===== config.mk =====
export PLATFORM = sky130hd
export DESIGN_NAME = snd_ctl_i2c_slave
export DESIGN_NICKNAME = d
export VERILOG_FILES = /design/src/rtl/snd_ctl_pkg.sv /design/src/rtl/i2c_line_sync.sv /design/src/rtl/i2c_link_fsm.sv /design/src/rtl/snd_ctl_regs.sv /design/src/rtl/snd_ctl_i2c_slave.sv
export SDC_FILE = /design/constraint.sdc
export NUM_CORES = 1
export LEC_CHECK = 0
export ABC_AREA = 1
export CORE_MARGIN = 5
export CORE_UTILIZATION = 64
export CTS_BUF_LIST = sky130_fd_sc_hd__clkbuf_8
export DETAILED_ROUTE_END_ITERATION = 7
export HOLD_SLACK_MARGIN = 0.12
export PLACE_DENSITY = 0.87
export SYNTH_ARGS = -nofsm -noshare
export SYNTH_HDL_FRONTEND = slang
export SYNTH_SLANG_ARGS = --single-unit
export TNS_END_PERCENT = 50

===== constraint.sdc =====
create_clock -name clk -period 3.9 [get_ports clk]
set_input_delay 0.78 -clock clk [delete_from_list [all_inputs] [get_ports clk]]
set_output_delay 0.78 -clock clk [all_outputs]
set_load 0.03 [all_outputs]

===== src/rtl/snd_ctl_pkg.sv =====
// Shared types for the sound-decoder control slave.
// Assumes an 8-bit control word laid out as the register fields below.
package snd_ctl_pkg;

    localparam int DATA_W = 8;

    // Control word, MSB first as it arrives on the bus
    typedef struct packed {
        logic       test_en;
        logic       baseband;
        logic       refclk_en;
        logic       ext_src;
        logic       mute;
        logic       mono;
        logic [1:0] lang;
    } ctl_word_t;

    // Bus-level protocol phases of the slave
    typedef enum logic [2:0] {
        ST_IDLE,
        ST_ADDR,
        ST_AACK,
        ST_WDAT,
        ST_WACK,
        ST_RDAT,
        ST_RACK,
        ST_SKIP
    } link_state_t;

endpackage


===== src/rtl/i2c_line_sync.sv =====
// Brings SCL/SDA into the clock domain and flags bus events.
// Assumes the system clock is many times faster than SCL, so that each
// SCL phase lasts several clocks.
module i2c_line_sync #(
    parameter int STAGES = 2
) (
    input  logic clk,
    input  logic rst_n,
    input  logic scl_in,
    input  logic sda_in,
    output logic sda_s,
    output logic scl_rise,
    output logic scl_fall,
    output logic start_det,
    output logic stop_det
);

    logic [STAGES-1:0] scl_chain;
    logic [STAGES-1:0] sda_chain;
    logic              scl_q;
    logic              sda_q;
    logic              scl_s;

    // Synchronizer chains plus one history stage for edge detection
    always_ff @(posedge clk) begin
        if (!rst_n) begin
            scl_chain <= '1;
            sda_chain <= '1;
            scl_q     <= 1'b1;
            sda_q     <= 1'b1;
        end else begin
            scl_chain <= {scl_chain[STAGES-2:0], scl_in};
            sda_chain <= {sda_chain[STAGES-2:0], sda_in};
            scl_q     <= scl_chain[STAGES-1];
            sda_q     <= sda_chain[STAGES-1];
        end
    end

    // Edge and condition decode on the synchronized levels
    always_comb begin
        scl_s     = scl_chain[STAGES-1];
        sda_s     = sda_chain[STAGES-1];
        scl_rise  = scl_s & ~scl_q;
        scl_fall  = ~scl_s & scl_q;
        start_det = scl_s & scl_q & sda_q & ~sda_s;
        stop_det  = scl_s & scl_q & ~sda_q & sda_s;
    end

endmodule


===== src/rtl/i2c_link_fsm.sv =====
// Byte-level slave protocol: address match, acknowledge, one write byte
// held pending until STOP, one status byte shifted out on read.
// Assumes synchronized inputs and single-cycle event strobes.
module i2c_link_fsm
    import snd_ctl_pkg::*;
#(
    parameter logic [6:0] ADDR_LOW  = 7'h50,
    parameter logic [6:0] ADDR_OPEN = 7'h40,
    parameter logic [6:0] ADDR_HIGH = 7'h42
) (
    input  logic              clk,
    input  logic              rst_n,
    input  logic [1:0]        addr_sel,
    input  logic              sda_s,
    input  logic              scl_rise,
    input  logic              scl_fall,
    input  logic              start_det,
    input  logic              stop_det,
    input  logic [DATA_W-1:0] status_byte,
    output logic              sda_oe,
    output logic              commit_stb,
    output logic [DATA_W-1:0] commit_byte,
    output logic              bus_quiet
);

    localparam int CNT_W = $clog2(DATA_W + 1);
    localparam logic [CNT_W-1:0] LAST = CNT_W'(DATA_W);

    link_state_t       state;
    logic [CNT_W-1:0]  cnt;
    logic [DATA_W-1:0] sh;
    logic [DATA_W-1:0] tx;
    logic [DATA_W-1:0] pend;
    logic              pend_v;
    logic              rw;
    logic [6:0]        own_addr;

    // Strap decode to the active slave address
    always_comb begin
        unique case (addr_sel)
            2'b00:   own_addr = ADDR_LOW;
            2'b10:   own_addr = ADDR_HIGH;
            default: own_addr = ADDR_OPEN;
        endcase
    end

    // Protocol sequencer
    always_ff @(posedge clk) begin
        if (!rst_n) begin
            state  <= ST_IDLE;
            cnt    <= '0;
            sh     <= '0;
            tx     <= '0;
            pend   <= '0;
            pend_v <= 1'b0;
            rw     <= 1'b0;
            sda_oe <= 1'b0;
        end else if (start_det) begin
            state  <= ST_ADDR;
            cnt    <= '0;
            pend_v <= 1'b0;
            sda_oe <= 1'b0;
        end else if (stop_det) begin
            state  <= ST_IDLE;
            pend_v <= 1'b0;
            sda_oe <= 1'b0;
        end else begin
            unique case (state)
                ST_ADDR: begin
                    if (scl_rise) begin
                        sh  <= {sh[DATA_W-2:0], sda_s};
                        cnt <= cnt + 1'b1;
                    end else if (scl_fall && cnt == LAST) begin
                        cnt <= '0;
                        if (sh[DATA_W-1:1] == own_addr) begin
                            state  <= ST_AACK;
                            rw     <= sh[0];
                            sda_oe <= 1'b1;
                        end else begin
                            state <= ST_SKIP;
                        end
                    end
                end
                ST_AACK: begin
                    if (scl_fall) begin
                        cnt <= '0;
                        if (rw) begin
                            state  <= ST_RDAT;
                            tx     <= status_byte;
                            sda_oe <= ~status_byte[DATA_W-1];
                        end else begin
                            state  <= ST_WDAT;
                            sda_oe <= 1'b0;
                        end
                    end
                end
                ST_WDAT: begin
                    if (scl_rise) begin
                        sh  <= {sh[DATA_W-2:0], sda_s};
                        cnt <= cnt + 1'b1;
                    end else if (scl_fall && cnt == LAST) begin
                        state  <= ST_WACK;
                        pend   <= sh;
                        pend_v <= 1'b1;
                        sda_oe <= 1'b1;
                    end
                end
                ST_WACK: begin
                    if (scl_fall) begin
                        state  <= ST_SKIP;
                        sda_oe <= 1'b0;
                    end
                end
                ST_RDAT: begin
                    if (scl_fall) begin
                        cnt <= cnt + 1'b1;
                        if (cnt == LAST - 1'b1) begin
                            state  <= ST_RACK;
                            sda_oe <= 1'b0;
                        end else begin
                            tx     <= {tx[DATA_W-2:0], 1'b0};
                            sda_oe <= ~tx[DATA_W-2];
                        end
                    end
                end
                ST_RACK: begin
                    if (scl_fall) state <= ST_SKIP;
                end
                default: ;
            endcase
        end
    end

    // Commit request and idle indication toward the register and checker
    always_comb begin
        commit_stb  = stop_det & pend_v;
        commit_byte = pend;
        bus_quiet   = (state == ST_IDLE) || (state == ST_SKIP);
    end

endmodule


===== src/rtl/snd_ctl_regs.sv =====
// Control register applied at STOP, never-written marker, status assembly.
// Assumes commit_stb is a single-cycle strobe.
module snd_ctl_regs
    import snd_ctl_pkg::*;
#(
    parameter logic [DATA_W-1:0] RESET_VAL = 8'h01
) (
    input  logic              clk,
    input  logic              rst_n,
    input  logic              commit_stb,
    input  logic [DATA_W-1:0] commit_byte,
    input  logic              stereo_det,
    input  logic              bilingual_det,
    output logic [DATA_W-1:0] ctl_q,
    output logic              fresh_q,
    output logic [DATA_W-1:0] status_byte
);

    // Register update and marker clear on a committed write
    always_ff @(posedge clk) begin
        if (!rst_n) begin
            ctl_q   <= RESET_VAL;
            fresh_q <= 1'b1;
        end else if (commit_stb) begin
            ctl_q   <= commit_byte;
            fresh_q <= 1'b0;
        end
    end

    // Status byte for reads
    always_comb begin
        status_byte = {stereo_det, bilingual_det, fresh_q, {(DATA_W-3){1'b0}}};
    end

endmodule


===== src/rtl/snd_ctl_i2c_slave.sv =====
// Top: I2C control/status slave of the sound decoder.
// Assumes an external open-drain pad: SDA is pulled low while sda_oe is high.
module snd_ctl_i2c_slave
    import snd_ctl_pkg::*;
#(
    parameter int         SYNC_STAGES = 2,
    parameter logic [6:0] ADDR_LOW    = 7'h50,
    parameter logic [6:0] ADDR_OPEN   = 7'h40,
    parameter logic [6:0] ADDR_HIGH   = 7'h42,
    parameter logic [7:0] RESET_VAL   = 8'h01
) (
    input  logic       clk,
    input  logic       rst_n,
    input  logic       scl_in,
    input  logic       sda_in,
    input  logic [1:0] addr_sel,
    input  logic       stereo_det,
    input  logic       bilingual_det,
    output logic       test_en,
    output logic       baseband_sel,
    output logic       refclk_en,
    output logic       ext_sel,
    output logic       mute,
    output logic       force_mono,
    output logic [1:0] lang_sel,
    output logic       sda_oe
);

    logic              sda_s;
    logic              scl_rise;
    logic              scl_fall;
    logic              start_det;
    logic              stop_det;
    logic              commit_stb;
    logic [DATA_W-1:0] commit_byte;
    logic [DATA_W-1:0] status_byte;
    logic [DATA_W-1:0] ctl_q;
    logic              fresh_q;
    logic              bus_quiet;
    ctl_word_t         ctl_w;

    i2c_line_sync #(.STAGES(SYNC_STAGES)) u_sync (
        .clk       (clk),
        .rst_n     (rst_n),
        .scl_in    (scl_in),
        .sda_in    (sda_in),
        .sda_s     (sda_s),
        .scl_rise  (scl_rise),
        .scl_fall  (scl_fall),
        .start_det (start_det),
        .stop_det  (stop_det)
    );

    i2c_link_fsm #(
        .ADDR_LOW  (ADDR_LOW),
        .ADDR_OPEN (ADDR_OPEN),
        .ADDR_HIGH (ADDR_HIGH)
    ) u_link (
        .clk         (clk),
        .rst_n       (rst_n),
        .addr_sel    (addr_sel),
        .sda_s       (sda_s),
        .scl_rise    (scl_rise),
        .scl_fall    (scl_fall),
        .start_det   (start_det),
        .stop_det    (stop_det),
        .status_byte (status_byte),
        .sda_oe      (sda_oe),
        .commit_stb  (commit_stb),
        .commit_byte (commit_byte),
        .bus_quiet   (bus_quiet)
    );

    snd_ctl_regs #(.RESET_VAL(RESET_VAL)) u_regs (
        .clk           (clk),
        .rst_n         (rst_n),
        .commit_stb    (commit_stb),
        .commit_byte   (commit_byte),
        .stereo_det    (stereo_det),
        .bilingual_det (bilingual_det),
        .ctl_q         (ctl_q),
        .fresh_q       (fresh_q),
        .status_byte   (status_byte)
    );

    // Field breakout of the control word
    always_comb begin
        ctl_w        = ctl_word_t'(ctl_q);
        test_en      = ctl_w.test_en;
        baseband_sel = ctl_w.baseband;
        refclk_en    = ctl_w.refclk_en;
        ext_sel      = ctl_w.ext_src;
        mute         = ctl_w.mute;
        force_mono   = ctl_w.mono;
        lang_sel     = ctl_w.lang;
    end

endmodule


# Yosys cells after proc, flatten, opt, wreduce, memory -nomap -nowiden

Cells that the tools add are included.
Widths: inputs -> output; s select.

Add/sub/neg operators: 1
Multipliers: 0
Divide/modulo/power cells: 0
$lt $le $gt $ge: 0
Equality and inequality tests: 32
Shift operators: 0
Muxes and demuxes: 36
Bitwise logic cells: 18
Reductions and logical operators: 20

Operators with widths:

| cell               | number |
|---|---|
| $mux 3             | 10 |
| $mux 7             | 4 |
| $reduce_and 9->1   | 3 |
| $mux 4             | 5 |
| $ne 4x2->1 const B | 5 |
| $ne 2x1->1 const B | 9 |
| $pmux 4 s4         | 1 |
| $pmux 3 s5         | 1 |
| $pmux 7 s2         | 1 |
| $mux 1             | 12 |
| $reduce_and 6->1   | 2 |
| $not 1->1          | 10 |
| $pmux 5 s2         | 1 |
| $reduce_bool 5->1  | 2 |
| $eq 3x3->1 const B | 3 |
| $and 1x1->1        | 8 |
| $ne 2x2->1 const B | 4 |
| $ne 4x3->1 const B | 2 |
| $eq 7x7->1         | 1 |
| $reduce_and 7->1   | 1 |
| $reduce_bool 7->1  | 1 |
| $eq 3x2->1 const B | 2 |
| $reduce_or 2->1    | 3 |
| $pmux 1 s5         | 1 |
| other kinds (15)   | 15 |

Register bits: 48
Latch bits: 0
Memory bits (writable): 0
Memory bits (read-only): 0
Output and inout bits: 9
Word-level logic and storage cells: 122
Memories kept: 0

# Longest topological paths before layout

Word-level depth: 9
Gate-level depth with buffers: 12
Mapped depth without buffers: 12

# By module

A second synthesis with hierarchy kept.

Cell total of the unflattened synthesis: 366
Area total of the unflattened synthesis: 2403.6 µm²

By module, submodules not included:

| module        | times used | cells each | area an instance (µm²) | seq. area each (µm²) |
|---|---|---|---|---|
| i2c_link_fsm  | 1          | 277        | 1773.0                 | 660.6 |
| snd_ctl_regs  | 1          | 62         | 431.7                  | 180.2 |
| i2c_line_sync | 1          | 27         | 198.9                  | 120.1 |

# Worst setup path before layout

Ideal clock, no wire load.

Path kind: in2reg
From: input port addr_sel[1]
To: register u_link.rw
Arrival time: 1353 ps
Data required time: 3787 ps
Path slack: 2434 ps
Cell stages on the path: 7
Path buffers: 0
Path through: nor2_1 nand2_1 nand2_1 nand3_1 nand3b_1 nor2_1 nor2_1

Word-level cells in the longest chain between the ends: 4

RTL lines:

| what                                          | RTL line                | source |
|---|---|---|
| start: declaration                            | snd_ctl_i2c_slave.sv:16 | `input logic [1:0] addr_sel,` |
| $eq 2x2->1 or $logic_not 2->1 (tied branches) | i2c_link_fsm.sv:40      | `unique case (addr_sel)` |
| $pmux 5 s2 *                                  | i2c_link_fsm.sv:40      |  |
| $eq 7x7->1 *                                  | i2c_link_fsm.sv:75      | `if (sh[DATA_W-1:1] == own_addr) begin` |
| $reduce_and 6->1 (no line) *                  | -                       |  |
| end signal: assignment                        | i2c_link_fsm.sv:77      | `rw <= sh[0];` |
| end: declaration                              | i2c_link_fsm.sv:35      | `logic rw;` |

Mark *: on every way between the ends. The rest lies on a longest branch, timed or not.
A chain may end at the register's enable or synchronous reset.

# Worst setup path in the final report

From: register u_regs.ctl_q[0]
To: output port lang_sel[0]

RTL lines:

| what                     | RTL line                | source |
|---|---|---|
| start: declaration       | snd_ctl_regs.sv:14      | `output logic [DATA_W-1:0] ctl_q,` |
| start signal: assignment | snd_ctl_regs.sv:25      | `ctl_q <= commit_byte;` |
| end: declaration         | snd_ctl_i2c_slave.sv:25 | `output logic [1:0] lang_sel,` |

No word-level cell between the ends.

==> key figures <==
Cells and area
  – Nets: ~330
  – Filler instances: ~260
  – Share of post-route cells with drive strength above 1: 9.63%
  – Inserted Diodes: 0
  – Area Overhead vs Synth: 13.3%
  – Util after Layout: about three quarters
  – Design Area, Final: about 2300 µm²

STA
  – Hold_ws: approximately 0.42 ns
  – Final Setup Violations: 0
  – Max Transition Viols Final: 0
  – Slew @ Worst Pin: between 0.7 and 0.8 ns
  – Setup TNS: 0 ns
  – Worst Slack Setup Final: about 1.8 ns
  – Final hold viol count: 0
  – Period utilisation layout: a little over half
  – Unrepaired setup endpoints after global routing: no
  – Fin crit period: roughly 2.1 ns
  – Clk_skew: between 0.003 and 0.004 ns
  – Max frequency: 0.471 GHz
  – Slew HR: around 53%

Critical path
  – Worst R2R Setup Slack: about 1.9 ns
  – Critical Path AT: between 1 and 1.5 ns
  – CP Buf/Inv Count: 1
  – Reg2reg start: u_link.cnt[0]
  – Startpoint types: flop
  – CP Cell Sequence: clkdlybuf4s50_1
  – Critical Path Start: u_regs.ctl_q[0]
  – CP endpoint: lang_sel[0]
  – Levels on crit path: 1
  – WP data required: 3.12 ns
  – Max FO, Critical Path: 2
  – Cell family with most CP delay: buffers and inverters
  – Slowest stage cell, crit path: clkdlybuf4s50_1
  – Setup CP Type: reg -> out
  – Worst setup EP type: output port
  – Crit path largest cell delay: 0.68 ns
  – Worst Reg-to-Reg Cells: 9
  – Reg2reg end: u_link.commit_byte[1]

Clock network
  – CTS Root Buffer Type: clkbuf_8
  – Setup Fix Bufs, Post-CTS: 0
  – Post-cts sizing count: 0
  – Clock sink count: 43
  – CTS Buf Count: 5
  – Clock transition at the registers of the reported paths: approximately 0.08 ns
  – Htree depth: 2
  – CTS Buffer Depth: 2
  – Clock Latency Late Sink: roughly 0.29 ns
  – CTS tree: yes
  – Hold_buf cts: 0

Yosys
  – Synth top cells by count: nand2_1 (64), nor2_1 (57), dfxtp_1 (43)
  – Top_reg_cell synth: dfxtp_1
  – Syn Inst Count: 303
  – Syn avg cell area: 6.79 µm²
  – Synth cell types: 25
  – Mapped Nets: approximately 310
  – Area share of the largest cell type after synthesis: between 40% and 50%
  – Post-synth top area cell: dfxtp_1
  – Most used standard cell by instance count after synthesis: nand2_1
  – #FFs+latches synth: 43
  – Synthesized cell area: 2060 µm²
  – EDFF count, synth: 0
  – Sequential area share after synthesis: around two fifths
  – Synth area leaders: dfxtp_1 (42%), nand2_1 (12%), nor2_1 (10%)
  – Yosys warning count: 0
  – Post-synth ARST share: 0%

GRT
  – GRT Resource Usage Total: around 23%
  – Grt total ovfl: 0
  – Largest net degree at the start of global routing: 19
  – Vias in the first global route: approximately 1,800
  – Initial antenna violation count: 0
  – First-pass GRT wire length: 7.67 mm

Route
  – DRC: 0
  – Vias per inst: between 5 and 6
  – DRT Pass-1 Iters: 4
  – Detailed Route Iter0 Violations: around 170
  – Via Count: roughly 1,900
  – Final WL: about 4.3 mm
  – DR WL/cell: ~12 µm
  – Routed Antenna Nets: 0

Placement
  – Pre-CTS setup slack: 1.57 ns
  – IO Port Bufs: 16
  – Post-DP Area: 2250 µm²
  – Routability cong.: 0.928
  – HPWL Detailed: around 3.2 mm

Run
  – Max-Cap Viols: 0

Pwr
  – Leak: 0.00110 µW
  – Max VDD drop: approximately 0.39 mV
  – Pwr/cell area: approximately 500 nW/µm²

Floorplanning
  – Die height: about 67 µm
  – Area of the die: ~4500 µm²
  – Core ar.: about 3100 µm²
  – Initial Util: about two thirds
  – Row Count: 20
  – Die width: between 60 and 70 µm
  – Ports: 17

Hold path
  – HP Class: reg -> reg
  – Hold path startpoint: u_sync.scl_chain[0]

Run status
  – Run status: complete, no violations
==> where the power goes <==
| group | switching [µW] | total [µW] | leakage, µW | internal, µW |
|---|---|---|---|---|
| Sequential | 42.6 | 514 | 0.000349 | 471 |
| Clock | 145 | 267 | 0.0000453 | 122 |
| Combinational | 253 | 398 | 0.000707 | 145 |
==> per-stage QoR <==
| step | power, µW | cells |
|---|---|---|
| CTS | 1180 | 366 |
| global placement | 911 | 358 |
| finish | 1180 | 366 |
| floorplan | 846 | 303 |
| detailed placement | 917 | 358 |
| global route | 1270 | 366 |
==> per-layer routing <==
layer	GRT usage, %	wire length [µm]	part of all wire (%)
met5	0	0	0
met4	10.9	129	3.0
met3	5.90	203	4.8
met2	38.4	2090	49
met1	26.5	1830	43
==> cell usage in the layout, fill, tap and decap left out <==
cell	count
clkinvlp_4	1
clkinv_2	1
clkbuf_8	5
a21oi_1	20
o21ai_0	32
dfxtp_1	43
inv_2	3
nand3_1	13
nand3_2	2
o21bai_1	1
nand2_2	4
nand3b_4	1
clkinv_1	1
ha_1	2
nor2_2	6
clkdlybuf4s50_1	16
nor2_4	3
buf_4	1
nor3_1	4
inv_1	33
nand4_1	2
xor2_1	1
nand3b_1	1
nand2_1	64
or2_2	4
o21ai_1	1
nor2_1	57
==> kinds of logic after synthesis <==
kind of cell               synth area share, %
adders and majority gates                 1.22
xor gates and xnor gates                 0.426
DFF                                       41.8
buffers and inverters                     8.27
AOI/OAI and AO/OA                         13.3
and+or+nand+nor                           35.0
==> registers in the layout, summed over array words and instances, names as in the netlist <==
| name | count |
|---|---|
| u_link.state | 3 |
| u_regs.ctl_q | 8 |
| u_link.commit_byte | 8 |
| u_link.sh | 8 |
| u_sync.sda_chain | 2 |
| u_link.rw | 1 |
| u_link.pend_v | 1 |
| u_link.tx | 2 |
| u_link.sda_oe | 1 |
| u_regs.fresh_q | 1 |
| u_sync.scl_chain | 2 |
| u_sync.sda_q | 1 |
| u_sync.scl_q | 1 |
| u_link.cnt | 4 |
==> layout make-up <==
class                           count  area (µm²)  area share (%)
Multi-Input combinational cell    218        1030            44.1
Tap cell                           44        55.1            2.36
Timing Repair Buffer               17         168            7.19
Inverter                           36         135            5.80
Sequential cell                    43         861            36.9
Clock buffer                        5        68.8            2.95
Clock inverter                      3        16.3           0.698
==> worst min-delay path by stage <==
stage | to | slack [ns] | cells after the start
2_1_floorplan | u_sync.scl_chain[1] | 0.39 | 1
3_3_place_gp | u_sync.scl_chain[1] | 0.40 | 1
3_5_place_dp | u_sync.scl_chain[1] | 0.41 | 1
4_1_cts | u_sync.sda_chain[1] | 0.43 | 1
5_1_grt | u_sync.scl_chain[1] | 0.44 | 1
6_report | u_sync.scl_chain[1] | 0.42 | 1
Note: power is estimated with default switching activity, not from simulation.
